===== src/rtl/csr_dec_pkg.sv =====
package csr_dec_pkg;
  localparam int MAX_SUB = 32;

  // Local address width of subordinate idx, read from an 8-bit-per-entry list.
  function automatic int sub_width(input logic [MAX_SUB*8-1:0] list, input int idx);
    return int'(list[idx*8 +: 8]);
  endfunction

  // Round x up to a multiple of size (size is a power of two).
  function automatic longint align_up(input longint x, input longint size);
    return ((x + size - 1) / size) * size;
  endfunction

  // Base of window idx: windows in order, each aligned to its own size.
  function automatic longint win_base(input logic [MAX_SUB*8-1:0] list, input int idx);
    longint nxt;
    nxt = 0;
    for (int j = 0; j < idx; j++) begin
      nxt = align_up(nxt, longint'(1) << sub_width(list, j)) + (longint'(1) << sub_width(list, j));
    end
    return align_up(nxt, longint'(1) << sub_width(list, idx));
  endfunction
endpackage


===== src/rtl/csr_win_match.sv =====
module csr_win_match #(
  parameter int     UP_AW  = 16,
  parameter int     SUB_AW = 10,
  parameter longint BASE   = 0
) (
  input  logic [UP_AW-1:0] addr,
  output logic             hit,
  output logic [UP_AW-1:0] local_addr
);
  localparam int     TAG_W = UP_AW - SUB_AW;
  localparam longint TAG   = BASE >> SUB_AW;

  assign hit        = (addr[UP_AW-1:SUB_AW] == TAG_W'(TAG));
  assign local_addr = {{TAG_W{1'b0}}, addr[SUB_AW-1:0]};
endmodule


===== src/rtl/csr_rd_steer.sv =====
module csr_rd_steer #(
  parameter int NUM_SUB = 3,
  parameter int DATA_W  = 8
) (
  input  logic                      clk,
  input  logic                      rst_n,
  input  logic                      rd,
  input  logic [NUM_SUB-1:0]        hit,
  input  logic [NUM_SUB*DATA_W-1:0] rdata_in,
  output logic [DATA_W-1:0]         rdata_out
);
  logic [NUM_SUB-1:0] sel_q;

  always_ff @(posedge clk or negedge rst_n) begin
    if (!rst_n) sel_q <= '0;
    else        sel_q <= rd ? hit : '0;
  end

  always_comb begin
    rdata_out = '0;
    for (int i = 0; i < NUM_SUB; i++) begin
      rdata_out = rdata_out | (rdata_in[i*DATA_W +: DATA_W] & {DATA_W{sel_q[i]}});
    end
  end

  // with no read pending, returned data is zero
  p_idle_zero_r9: assert property (@(posedge clk) disable iff (!rst_n)
    (sel_q == '0) |-> (rdata_out == '0));
  // a read that hits no window returns zero next cycle
  p_miss_zero_r8: assert property (@(posedge clk) disable iff (!rst_n)
    (rd && hit == '0) |=> (rdata_out == '0));
endmodule


===== src/rtl/csr_win_decoder.sv =====
module csr_win_decoder #(
  parameter int                                   ADDR_W      = 16,
  parameter int                                   DATA_W      = 8,
  parameter int                                   NUM_SUB     = 3,
  parameter logic [csr_dec_pkg::MAX_SUB*8-1:0]    SUB_AW_LIST = {8'd8, 8'd10, 8'd10}
) (
  input  logic                      clk,
  input  logic                      rst_n,
  input  logic [ADDR_W-1:0]         up_addr,
  input  logic                      up_rd,
  input  logic                      up_wr,
  input  logic [DATA_W-1:0]         up_wdata,
  output logic [DATA_W-1:0]         up_rdata,
  output logic [NUM_SUB*ADDR_W-1:0] sub_addr,
  output logic [NUM_SUB-1:0]        sub_rd,
  output logic [NUM_SUB-1:0]        sub_wr,
  output logic [DATA_W-1:0]         sub_wdata,
  input  logic [NUM_SUB*DATA_W-1:0] sub_rdata
);
  logic [NUM_SUB-1:0] win_hit;

  for (genvar i = 0; i < NUM_SUB; i++) begin : g_win
    localparam int     AW_I   = csr_dec_pkg::sub_width(SUB_AW_LIST, i);
    localparam longint BASE_I = csr_dec_pkg::win_base(SUB_AW_LIST, i);
    csr_win_match #(.UP_AW(ADDR_W), .SUB_AW(AW_I), .BASE(BASE_I)) u_match (
      .addr       (up_addr),
      .hit        (win_hit[i]),
      .local_addr (sub_addr[i*ADDR_W +: ADDR_W])
    );
  end

  assign sub_rd    = win_hit & {NUM_SUB{up_rd}};
  assign sub_wr    = win_hit & {NUM_SUB{up_wr}};
  assign sub_wdata = up_wdata;

  csr_rd_steer #(.NUM_SUB(NUM_SUB), .DATA_W(DATA_W)) u_steer (
    .clk       (clk),
    .rst_n     (rst_n),
    .rd        (up_rd),
    .hit       (win_hit),
    .rdata_in  (sub_rdata),
    .rdata_out (up_rdata)
  );

  // windows never overlap
  p_onehot_r5: assert property (@(posedge clk) disable iff (!rst_n)
    $onehot0(sub_rd) && $onehot0(sub_wr));
  // no subordinate read strobe without an upstream read
  p_rd_gate_r4: assert property (@(posedge clk) disable iff (!rst_n)
    (sub_rd != '0) |-> up_rd);
  // no subordinate write strobe without an upstream write
  p_wr_gate_r3: assert property (@(posedge clk) disable iff (!rst_n)
    (sub_wr != '0) |-> up_wr);
endmodule


===== config.mk =====
export PLATFORM = sky130hd
export DESIGN_NAME = csr_win_decoder
export DESIGN_NICKNAME = d
export VERILOG_FILES = /design/src/rtl/csr_dec_pkg.sv /design/src/rtl/csr_win_match.sv /design/src/rtl/csr_rd_steer.sv /design/src/rtl/csr_win_decoder.sv
export SDC_FILE = /design/constraint.sdc
export NUM_CORES = 1
export LEC_CHECK = 0
export ABC_AREA = 1
export BUFFER_PORTS_ARGS = -buffer_cell sky130_fd_sc_hd__buf_2
export CAP_MARGIN = 10
export CORE_MARGIN = 2
export CORE_UTILIZATION = 32
export CTS_BUF_LIST = sky130_fd_sc_hd__clkbuf_2
export DETAILED_ROUTE_END_ITERATION = 10
export GPL_TIMING_DRIVEN = 1
export MAX_ROUTING_LAYER = met4
export PLACE_DENSITY = 0.88
export SETUP_SLACK_MARGIN = 0.5
export SLEW_MARGIN = 10
export SYNTH_ARGS = -nofsm -noshare
export SYNTH_HDL_FRONTEND = slang
export SYNTH_HIERARCHICAL = 1
export SYNTH_SLANG_ARGS = --single-unit

===== constraint.sdc =====
create_clock -name clk -period 1.5 [get_ports clk]
set_input_delay 0.3 -clock clk [delete_from_list [all_inputs] [get_ports clk]]
set_output_delay 0.3 -clock clk [all_outputs]
set_load 0.01 [all_outputs]

After elaboration in Yosys (flattened, before gate mapping)
Cells that the tools add are included.
{"block": "classes", "n_eq_ne": 2, "bitwise_logic": 7, "muxes": 1, "reduce_logical": 1}
{"op": "bitwise AND 8 bit", "count": 3}
{"op": "bitwise OR 8 bit", "count": 2}
{"op": "== test 8 x 4 -> 1 bit (second input constant)", "count": 1}
{"op": "bitwise AND 3 bit", "count": 2}
{"op": "== test 6 x 1 -> 1 bit (second input constant)", "count": 1}
{"op": "zero test 6 bit", "count": 1}
{"op": "two-way mux 3 bit", "count": 1}
{"block": "totals", "ff_bits": 3, "wordCells": 12, "output_inout_bits": 70}

Depth between registers and ports, before layout
{"block": "depth", "ltp_word": 3, "depth_mapped": 6, "depth_no_buf": 6}

Cells and area by module
Netlist, hierarchy kept.
{"mod": "csr_rd_steer", "seq_area_each_um2": 75.1, "cells_each": 44, "instances": 1, "area_each_um2": 242.7}
{"mod": "csr_win_match (g_win[2].u_match)", "seq_area_each_um2": 0.0, "cells_each": 25, "instances": 1, "area_each_um2": 153.9}
{"mod": "csr_win_match (g_win[1].u_match)", "seq_area_each_um2": 0.0, "cells_each": 23, "instances": 1, "area_each_um2": 148.9}
{"mod": "csr_win_match (g_win[0].u_match)", "seq_area_each_um2": 0.0, "cells_each": 22, "instances": 1, "area_each_um2": 145.1}
{"mod": "csr_win_decoder", "seq_area_each_um2": 0.0, "cells_each": 20, "instances": 1, "area_each_um2": 105.1}

Worst setup path before layout
OpenSTA, ideal clock, no wires.
{"block": "synth_timing", "kind": "input port to output port", "startpoint": "input port up_addr[11]", "endpoint": "output port sub_rd[0]", "t_arrival_ns": 0.809, "path_slack_ns": 0.391, "cell_stages": 4, "required_time_ns": 1.200, "cell_sequence": "or2_1 > nor2_1 > nand2_1 > inv_1"}
{"block": "synth_between", "elab_chain_cells": 2}
{"element": "start: declaration", "line": "csr_win_decoder.sv:9", "rtl": "input logic [ADDR_W-1:0] up_addr,"}
{"element": "zero test 6 bit", "line": "csr_win_match.sv:13", "rtl": "assign hit = (addr[UP_AW-1:SUB_AW] == TAG_W'(TAG));"}
{"element": "net win_hit[0]", "line": "csr_win_decoder.sv:20", "rtl": "logic [NUM_SUB-1:0] win_hit;"}
{"element": "bitwise AND 3 bit", "line": "csr_win_decoder.sv:32", "rtl": "assign sub_rd = win_hit & {NUM_SUB{up_rd}};"}
{"element": "end: declaration", "line": "csr_win_decoder.sv:15", "rtl": "output logic [NUM_SUB-1:0] sub_rd,"}
The timed path passes the listed nets, and every way through them passes these cells.

Worst setup path in the final report
{"block": "layout_timing", "startpoint": "input port up_addr[10]", "endpoint": "output port sub_rd[0]"}
The elaborated chain is that of the path after synthesis.

==> run summary <==
Based on the critical path, the design can be clocked at up to slightly below 800 MHz. The sequential fraction of the synthesis area is 0.0943. Of the total power, the share spent switching nets is 0.332. The sink of the worst hold path is u_steer/sel_q[0]. The number of distinct library cells after synthesis came out at 11. The number of cell rows came out at 18. The proportion of power drawn by flip-flops and latches came out at 0.244. The global-route wire length before repair is between 2000 and 2500 um. The synthesized instance count is 134.

The total area inside the core boundary comes to 2410 sq um. The proportion of power drawn by combinational gates is 0.429. In this run the remaining antenna-violating nets after routing total 0. CTS placed an instance of sky130_fd_sc_hd__clkbuf_2 at the clock tree root.

After synthesis, the cell types taking the most area are sky130_fd_sc_hd__buf_4 53%, sky130_fd_sc_hd__nand2_1 18%, sky130_fd_sc_hd__dfrtp_1 9.4%. The die footprint is slightly below 3000 sq um. The path class of the tightest hold or removal check is in -> reg. The flip-flop count of the largest register, all copies and words added came out at 3. The worst setup path is captured at a primary output. The via count of the first global-routing pass came out at 578. The aggregate negative setup slack came out at 0 ns. The largest incremental delay on the critical path is between 0.2 and 0.3 ns. The final cycle utilization of the critical path is 0.851.

The area share of the leading cell type in the synthesized netlist is 0.528. The pin count of the biggest net entering global routing is 9. The worst hold path was traced through 3 stages.

The filler cells instantiated in the layout total about 250. The via-per-instance ratio is 3.88. STA puts the critical path data arrival time at 0.98 ns. The largest total area in the synthesized netlist belongs to sky130_fd_sc_hd__buf_4.

The internal power came out at 226 uW. The signal on the critical path passes through buf_8 > or2_4 > nor2_4 > nand2_1 > inv_2 > buf_6. The violation count after the first detailed-route iteration came out at 3. The maximum net fanout on the critical path is 3. Yosys printed 6 warnings.

The worst hold path begins at up_rd. The data required time of the critical path came out at 1.20 ns. The count of TritonRoute iterations in the first routing pass is 3. The clock slew seen by the registers of the worst setup and hold paths is ~0.04 ns. The overflow left after global routing came out at 0.

The number of clock buffers added by TritonCTS is 3. Measured along the y axis, the die boundary spans 53.9 um. The die outline width came out at 53.9 um. In the routed design, unresolved DRC markers number 0. The weighted congestion reported at the end of routability-driven placement is 0.677. The final layout net count came out at 217. The slowest stage of the critical path is the sky130_fd_sc_hd__or2_4 cell. The cell area that synthesis handed to floorplanning was 796 sq um. The fraction of power consumed by the clock network is 0.328.

The initial antenna violation count came out at 0. The flow ran to the end, and the final reports show no timing, DRC or antenna violations. Setup repair after global routing could not meet its margin everywhere. The longest clock path from root to sink contains 2 buffers. Relative to the synthesized area, the layout overhead comes to 33.6%.

The routed wire length came out at 1690 um. The global-route usage over all layers came out at 0.107. Max-cap violations in this run came to 0. The total via count in the routed design is roughly 750.

The worst hold margin is 0.372 ns. The number of cells in the design after placement is 175. The end-of-flow core utilization came out at 0.441. The final count of hold timing violations is 0.

Averaged over all synthesized cells, the footprint is about 5.9 sq um. CTS built an H-tree with a depth of 1. The count of cells in the finished layout, fillers not included, comes to around 190. The finished cells cover 1060 sq um. The switching component of the power came out at 113 uW. The leakage power of the design is 0.000654 uW.

The worst path in the final design needs a cycle of ~1.3 ns, including I/O delays and setup. The average detailed-routed wire length per instance came out at 8.72 um. In this run, synthesis produced a sequential element count of 3.

The total power divided by cell area came out at 319 nW/um^2. Ranked by flip-flop count, first place goes to u_steer/sel_q. For this design the top-level I/O count stands at 122.

The count of final setup violators came out at 0. The initial utilization of the core area, before any placement, comes to 0.330. The total clock sinks came out at 3. The repair_antennas step left the layout with diodes totalling 0.

The number of pins exceeding their max-slew limit in the final report came out at 0. The peak ir drop on the vdd network is between 0.00015 and 0.0002 V. By startpoint and endpoint, the worst setup path is classified as in -> out.

STA classifies the critical path startpoint as an input pin. The number of I/O port buffers is 53. Once placement finished, the instance area stood at 732 sq um. The post-detailed-placement half-perimeter wirelength came out at between 1000 and 1500 um. TritonCTS built the clock tree. The largest registers in the layout are u_steer/sel_q x3.

Of the cells placed in the final design, the portion with a size suffix greater than 1 is 0.585.
## metal layers
layer | vias up | track usage | wire length (um)
met3 | 2 | 0.0417 | 279
met2 | 53 | 0.211 | 888
met5 | - | - | 0
met1 | 320 | 0.0735 | 505
met4 | 0 | 0.0769 | 19
li1 | 378 | - | -
## critical path: cells and delay by family
kind / cells / cell delay (ns)
buffers and inverters: 3 / 0.24
AND/OR/NAND/NOR: 3 / 0.43
## what timing repair did
item,CTS,global route
pin swaps,25,17
hold endpoints to repair,3,0
resized for setup,15,35
setup endpoints to repair,14,16
buffers inserted,12,2
hold buffers,1,0
## cells in the mapped netlist
cell type	n
sky130_fd_sc_hd__buf_4	56
sky130_fd_sc_hd__nand3_1	8
sky130_fd_sc_hd__conb_1	3
sky130_fd_sc_hd__clkbuf_2	2
sky130_fd_sc_hd__buf_2	1
sky130_fd_sc_hd__nand2_1	38
sky130_fd_sc_hd__inv_1	11
sky130_fd_sc_hd__dfrtp_1	3
sky130_fd_sc_hd__nor2_2	1
sky130_fd_sc_hd__nor2_1	10
sky130_fd_sc_hd__or2_1	1
## cell usage in the layout, fill, tap and decap left out
cell type	n
sky130_fd_sc_hd__buf_2	41
sky130_fd_sc_hd__nand2_1	32
sky130_fd_sc_hd__conb_1	20
sky130_fd_sc_hd__buf_6	18
sky130_fd_sc_hd__nand3_1	8
sky130_fd_sc_hd__inv_2	7
sky130_fd_sc_hd__nor2_4	6
sky130_fd_sc_hd__nand2_2	5
sky130_fd_sc_hd__inv_1	4
sky130_fd_sc_hd__clkbuf_2	4
sky130_fd_sc_hd__buf_4	4
sky130_fd_sc_hd__buf_8	4
sky130_fd_sc_hd__nor2_1	3
sky130_fd_sc_hd__dfrtp_2	3
sky130_fd_sc_hd__nor2_2	2
sky130_fd_sc_hd__or2_4	1
sky130_fd_sc_hd__dlygate4sd3_1	1
sky130_fd_sc_hd__nand2_4	1
## logic make-up after synthesis
group                  after synthesis  synth area share
flip-flops                           3            0.0943
other                                3            0.0141
AND/OR/NAND/NOR                     58             0.292
buffers and inverters               70             0.599
## stage by stage
stage	total power, uW	worst slack [ns]
2_1_floorplan	257	0.442
3_3_place_gp	181	0.227
3_5_place_dp	182	0.203
4_1_cts	320	0.212
5_1_grt	372	0.165
6_report	339	0.224
## layout make-up
class                           instances  area, sq um  share of cell area
Timing Repair Buffer                   68          508               0.478
Sequential cell                         3         78.8              0.0741
Clock buffer                            4         20.0              0.0188
Multi-Input combinational cell         78          378               0.355
Tap cell                               30         37.5              0.0353
Inverter                               11         41.3              0.0388
## worst max-delay path by stage
stage,to,slack (ns),startpoint
5_1_grt,up_rdata[4],0.16,u_steer/sel_q[2]
3_3_place_gp,sub_rd[0],0.23,up_addr[11]
6_report,sub_rd[0],0.22,up_addr[10]
4_1_cts,sub_rd[0],0.21,up_addr[10]
3_5_place_dp,sub_rd[0],0.20,up_addr[11]
2_1_floorplan,sub_rd[0],0.44,up_addr[11]
## power by group through the flow
stage,sequential (uW),combinational [uW],clock [uW]
after floorplan,82.8,174,0
after detailed placement,83.6,98.2,0
final,82.5,145,111
after global placement,83.6,97.1,0
after global routing,82.3,161,128
after CTS,82.5,117,121
(Power assumes the default switching activity.)
